==> src/rtl/vls_pkg.sv <==
package vls_pkg;
  typedef enum logic [1:0] {
    SRC_STATE = 2'd0,
    SRC_REG_A = 2'd1,
    SRC_IMM   = 2'd2,
    SRC_COUNT = 2'd3
  } len_src_e;

  typedef struct packed {
    logic set_max;
    logic set_len;
    logic vfirst;
    logic rc;
  } vls_ctl_t;
endpackage

==> src/rtl/vls_imm_bias.sv <==
module vls_imm_bias #(
  parameter int LEN_W = 7
) (
  input  logic [LEN_W-1:0] imm,
  output logic [LEN_W-1:0] len
);
  logic [LEN_W:0] sum;

  always_comb begin
    sum = {1'b0, imm} + {{LEN_W{1'b0}}, 1'b1};
    if (sum[LEN_W]) len = {LEN_W{1'b1}};
    else            len = sum[LEN_W-1:0];
  end
endmodule

==> src/rtl/vls_reg_sat.sv <==
module vls_reg_sat #(
  parameter int XLEN  = 64,
  parameter int LEN_W = 7
) (
  input  logic [XLEN-1:0]  val,
  output logic [LEN_W-1:0] len,
  output logic             ovf
);
  always_comb begin
    ovf = |val[XLEN-1:LEN_W];
    len = ovf ? {LEN_W{1'b1}} : val[LEN_W-1:0];
  end
endmodule

==> src/rtl/vls_src_sel.sv <==
module vls_src_sel
  import vls_pkg::*;
#(
  parameter int XLEN  = 64,
  parameter int LEN_W = 7,
  parameter int REG_W = 5
) (
  input  logic             set_len,
  input  logic [REG_W-1:0] rt_num,
  input  logic [REG_W-1:0] ra_num,
  input  logic [LEN_W-1:0] imm_len,
  input  logic [LEN_W-1:0] state_len,
  input  logic [XLEN-1:0]  ra_val,
  input  logic [XLEN-1:0]  cnt_val,
  output len_src_e         src,
  output logic [LEN_W-1:0] len_raw,
  output logic             ovf
);
  localparam int NOPS = 2;

  logic [XLEN-1:0]  opnd     [NOPS];
  logic [LEN_W-1:0] opnd_len [NOPS];
  logic             opnd_ovf [NOPS];

  assign opnd[0] = ra_val;
  assign opnd[1] = cnt_val;

  for (genvar g = 0; g < NOPS; g++) begin : g_sat
    vls_reg_sat #(.XLEN(XLEN), .LEN_W(LEN_W)) u_sat (
      .val (opnd[g]),
      .len (opnd_len[g]),
      .ovf (opnd_ovf[g])
    );
  end

  always_comb begin
    if (!set_len)           src = SRC_STATE;
    else if (ra_num != '0)  src = SRC_REG_A;
    else if (rt_num == '0)  src = SRC_IMM;
    else                    src = SRC_COUNT;
  end

  always_comb begin
    len_raw = state_len;
    ovf     = 1'b0;
    unique case (src)
      SRC_STATE: len_raw = state_len;
      SRC_IMM:   len_raw = imm_len;
      SRC_REG_A: begin
        len_raw = opnd_len[0];
        ovf     = opnd_ovf[0];
      end
      SRC_COUNT: begin
        len_raw = opnd_len[1];
        ovf     = opnd_ovf[1];
      end
      default: ;
    endcase
  end
endmodule

==> src/rtl/vlset_unit.sv <==
module vlset_unit
  import vls_pkg::*;
#(
  parameter int             XLEN        = 64,
  parameter int             LEN_W       = 7,
  parameter int             REG_W       = 5,
  parameter logic [XLEN-1:0] STATE_RESET = '0
) (
  input  logic             clk,
  input  logic             rst,
  input  logic             issue,
  input  logic [REG_W-1:0] rt_num,
  input  logic [REG_W-1:0] ra_num,
  input  logic [LEN_W-1:0] imm,
  input  logic             set_max,
  input  logic             set_len,
  input  logic             vfirst_req,
  input  logic             rc,
  input  logic [XLEN-1:0]  ra_val,
  input  logic [XLEN-1:0]  cnt_val,
  output logic [XLEN-1:0]  state_q,
  output logic [XLEN-1:0]  rt_data,
  output logic             rt_we,
  output logic             cr_so,
  output logic             cr_we
);
  // Field positions counted from the least-significant bit
  localparam int MAX_HI  = XLEN - 1;
  localparam int MAX_LO  = XLEN - LEN_W;
  localparam int LEN_HI  = MAX_LO - 1;
  localparam int LEN_LO  = XLEN - 2 * LEN_W;
  localparam int PST_BIT = 1;
  localparam int VF_BIT  = 0;

  vls_ctl_t         ctl;
  len_src_e         src;
  logic [LEN_W-1:0] imm_len;
  logic [LEN_W-1:0] cur_max;
  logic [LEN_W-1:0] cur_len;
  logic [LEN_W-1:0] new_max;
  logic [LEN_W-1:0] len_raw;
  logic [LEN_W-1:0] len_fin;
  logic             ovf;
  logic             wr_state;
  logic [XLEN-1:0]  state_d;

  assign ctl     = '{set_max: set_max, set_len: set_len, vfirst: vfirst_req, rc: rc};
  assign cur_max = state_q[MAX_HI:MAX_LO];
  assign cur_len = state_q[LEN_HI:LEN_LO];

  vls_imm_bias #(.LEN_W(LEN_W)) u_bias (
    .imm (imm),
    .len (imm_len)
  );

  vls_src_sel #(.XLEN(XLEN), .LEN_W(LEN_W), .REG_W(REG_W)) u_sel (
    .set_len   (ctl.set_len),
    .rt_num    (rt_num),
    .ra_num    (ra_num),
    .imm_len   (imm_len),
    .state_len (cur_len),
    .ra_val    (ra_val),
    .cnt_val   (cnt_val),
    .src       (src),
    .len_raw   (len_raw),
    .ovf       (ovf)
  );

  always_comb begin
    new_max  = ctl.set_max ? imm_len : cur_max;
    len_fin  = (len_raw > new_max) ? new_max : len_raw;
    wr_state = issue && (ctl.set_max || ctl.set_len);
    state_d  = state_q;
    state_d[MAX_HI:MAX_LO] = new_max;
    state_d[LEN_HI:LEN_LO] = len_fin;
    state_d[PST_BIT]       = 1'b0;
    state_d[VF_BIT]        = ctl.vfirst;
  end

  always_ff @(posedge clk) begin
    if (rst) begin
      state_q <= STATE_RESET;
      rt_data <= '0;
      rt_we   <= 1'b0;
      cr_so   <= 1'b0;
      cr_we   <= 1'b0;
    end else begin
      if (wr_state) state_q <= state_d;
      rt_we <= issue;
      cr_we <= issue && ctl.rc;
      cr_so <= issue && ctl.rc && ovf && (src != SRC_STATE);
      if (issue) rt_data <= {{(XLEN-LEN_W){1'b0}}, len_fin};
    end
  end
endmodule

==> config.mk <==
export PLATFORM = sky130hd
export DESIGN_NAME = vlset_unit
export DESIGN_NICKNAME = d
export VERILOG_FILES = /design/src/rtl/vls_pkg.sv /design/src/rtl/vls_imm_bias.sv /design/src/rtl/vls_reg_sat.sv /design/src/rtl/vls_src_sel.sv /design/src/rtl/vlset_unit.sv
export SDC_FILE = /design/constraint.sdc
export NUM_CORES = 1
export LEC_CHECK = 0
export ABC_AREA = 1
export BUFFER_PORTS_ARGS = -buffer_cell sky130_fd_sc_hd__buf_2
export CORE_AREA = 2 2 109 111
export DETAILED_ROUTE_END_ITERATION = 12
export DIE_AREA = 0 0 111 113
export GPL_TIMING_DRIVEN = 0
export HOLD_SLACK_MARGIN = 0.12
export SYNTH_ARGS = -nofsm -noshare
export SYNTH_HDL_FRONTEND = slang
export SYNTH_HIERARCHICAL = 1
export SYNTH_SLANG_ARGS = --single-unit
==> constraint.sdc <==
create_clock -name clk -period 3.4 [get_ports clk]
set_input_delay 0.85 -clock clk [delete_from_list [all_inputs] [get_ports clk]]
set_output_delay 0.85 -clock clk [all_outputs]
set_load 0.03 [all_outputs]
==> results.yml <==
sta:
  relSlewSlack_pct: 60.1
  period_needed_ns: 3.01
  hold_slack_ns: 0.475
  worst_pin_slew_ns: 0.599
  setup_ws_ns: 0.392
  setup-tns-final_ns: 0
  finalMaxSlewViolations: 0
  setup_viol: 0
  fmax_ghz: 0.332
  rsz0062_at_grt: "false"
  hold_viol: 0
  skew_ns: 0.00281
  finalCritPeriodShare_pct: 88.5
worst_setup_path:
  timing.rr.start: "state_q[55]"
  worst_r2r_endpoint: "rt_data[4]"
  critical_path_class: "in2reg"
  startpoint_type: "primary input"
  cp-end-kind: "flop"
  critical_path_arrival_ns: 3.17
  path_max_fanout: 8
  cp_data_required_time_ns: 3.56
  rrSetupSlack_ns: 1.58
  r2r_cells: 12
clock_tree:
  htree_num_levels: 1
  cts_tree: "yes"
  root_buffer: "clkbuf_16"
  clk_pin_slew_ns: 0.06
  numCtsBuffers: 3
  clock_latency_ns: 0.26
  cts_resized: 0
  cts_sinks: 25
  clock_path_buffers: 2
  cts_hold_buffers: 0
  cts_setup_buffers: 0
power:
  p_leak_nw: 2.84
  p_per_area_mw_per_mm2: 265
  p_clk_share_pct: 20.2
  swShare_pct: 42.3
  comb_power_share_pct: 53.2
  seqPwrFrac_pct: 26.6
  p_sw_mw: 0.537
  p_int_mw: 0.732
  power.total_mw: 1.27
  irDropWorstVdd_uv: 198
layout:
  fin_area_sq_mm: 0.00479
  drive_above_1_share_pct: 39.9
  final_cells: 955
  fin_util_pct: 42.5
  layout_commonest_cell: "buf_2"
  final_cell_mix: "buf_2, nor2_1, buf_4"
  area_growth_pct: 46.9
  fin_nets: 973
  antenna_cells: 0
drt:
  via_per_inst: 3.82
  antenna_left: 0
  drt-total-wl_mm: 10.1
  dr.first_iter.drc_count: 196
  wl_per_cell_microns: 10.6
  drc_errors: 0
  dr.pass1.iters: 4
  vias: 3651
placed_design:
  place_congestion: 0.852
  dp_hpwl_mm: 9.30
  dp_cells: 951
  port_buffers: 175
  dpl_cell_area_sq_mm: 0.00471
  dpl_worst_slack_ns: 0.105
die:
  io_pins: 283
  fp.dieW_microns: 111
  rows: 39
  core_sq_mm: 0.0113
  die_area_sq_mm: 0.0125
  start_util_pct: 28.9
  fp.dieH_microns: 113
yosys:
  synth_fa_ha_area_share_pct: 3.07
  yosys.area_share.simple_pct: 41.7
  syn_avg_cell_area_sq_um: 6.17
  ys_types: 32
  syn_inst: 528
  synthXorXnorAreaFrac_pct: 0.269
  synth_top_family_by_area: "simple AND/OR/NAND/NOR gates"
  seq_area_frac_synth_pct: 15.4
  synth_compound_area_share_pct: 6.22
  synth-seq-cells: 25
  synthMuxAreaShare_pct: 0
  ys_warn_count: 6
  syn_area_sq_mm: 0.00326
global_routing:
  grt_pass1_vias: 3435
  grt_usage_pct: 15.5
  use_met1_pct: 18.3
  busiest_layer: "met2"
  grt_pass1_wl_mm: 15.9
  grt_max_degree: 14
  met3_usage_pct: 3.54
  use_met2_pct: 28.7
  gr-total-overflow: 0
  antenna_found_initial: 0
worst_hold_path:
  hold_path.class: "reg2reg"
  hold_depth: 2
  hold_end: "state_q[57]"
  hold_path.startpoint: "state_q[57]"
job:
  maxCapViolCount: 0
status:
  outcome: "complete, no violations"
[power groups by stage]
stage / combinational (mW) / clock, mW / sequential [mW]
global placement: 0.668 / 0 / 0.344
detailed placement: 0.672 / 0 / 0.344
floorplan: 0.459 / 0 / 0.391
global route: 0.740 / 0.278 / 0.340
CTS: 0.673 / 0.264 / 0.338
finish: 0.675 / 0.257 / 0.338
[routing by layer]
| metal | routed length [microns] | up-vias | share of wire, % |
|---|---|---|---|
| met4 | 168 | 0 | 1.7 |
| li1 | - | 2021 | - |
| met2 | 4960 | 158 | 49 |
| met3 | 799 | 14 | 7.9 |
| met1 | 4210 | 1458 | 42 |
| met5 | 0 | - | 0 |
[worst max-delay path: stages]
cell	delay (ns)
buf_2	0.10
nor3_1	0.25
nand2_1	0.12
nor2_2	0.27
nand3_1	0.13
nand4_1	0.11
nand4_1	0.20
ha_1	0.36
nand2_1	0.08
nor2_4	0.12
nand2_2	0.09
nand2_4	0.11
nand2_4	0.09
nand2_2	0.07
nand3_1	0.09
nand2_1	0.07
inv_1	0.03
[kinds of logic (layout without fill, tap and decap cells)]
| logic type | after synthesis | after routing |
|---|---|---|
| and+or+nand+nor | 296 | 296 |
| buffers and inverters | 172 | 351 |
| AOI/OAI and AO/OA | 25 | 25 |
| DFF | 25 | 25 |
| other | 1 | 106 |
| adders and majority gates | 8 | 8 |
| xor gates and xnor gates | 1 | 1 |
[cell type report]
cell class	instances	area, sq um
plain buffers	115	865
clock buffers	4	78.8
fillers	1261	6490
inverters	57	219
multi-input cells	436	2070
flip-flops and latches	25	500
well taps	143	179
repair buffers	175	876
[how the worst max path moves through the flow]
stage,start,end,depth (start not counted)
floorplan,cnt_val[8],state_q[53],17
global placement,cnt_val[63],rt_data[2],17
detailed placement,cnt_val[63],rt_data[4],17
CTS,cnt_val[63],rt_data[4],17
global route,ra_val[44],rt_data[5],19
finish,cnt_val[63],rt_data[4],17
[registers in the layout, summed over array words and instances, names as in the netlist]
name     cells
rt_data      7
cr_we        1
rt_we        1
cr_so        1
state_q     15
[synth_stat cells]
| cell type | number | area [sq um] |
|---|---|---|
| a211oi_2 | 5 | 62.6 |
| nand4_1 | 21 | 131 |
| nand2_2 | 9 | 56.3 |
| inv_1 | 52 | 195 |
| nand4_4 | 1 | 21.3 |
| or2_0 | 6 | 37.5 |
| xor2_1 | 1 | 8.76 |
| ha_1 | 8 | 100 |
| inv_4 | 2 | 12.5 |
| buf_4 | 107 | 803 |
| nand2_4 | 2 | 22.5 |
| nor2_4 | 5 | 56.3 |
| a21oi_1 | 4 | 20.0 |
| inv_2 | 3 | 11.3 |
| buf_2 | 1 | 5.00 |
| o21ai_1 | 1 | 5.00 |
| a21oi_4 | 1 | 16.3 |
| nand3_2 | 1 | 10.0 |
| buf_6 | 4 | 45.0 |
| nand3_1 | 51 | 255 |
| dfxtp_1 | 25 | 500 |
| clkbuf_1 | 3 | 11.3 |
| nor2_2 | 4 | 25.0 |
| o21bai_1 | 1 | 7.51 |
| nor3_1 | 2 | 10.0 |
| o21ai_4 | 1 | 16.3 |
| nand2_1 | 82 | 308 |
| conb_1 | 1 | 3.75 |
| nor2_1 | 110 | 413 |
| o21a_1 | 6 | 45.0 |
| o21ai_0 | 6 | 30.0 |
| or2_1 | 2 | 12.5 |
Power figures use the tool's default switching activity.
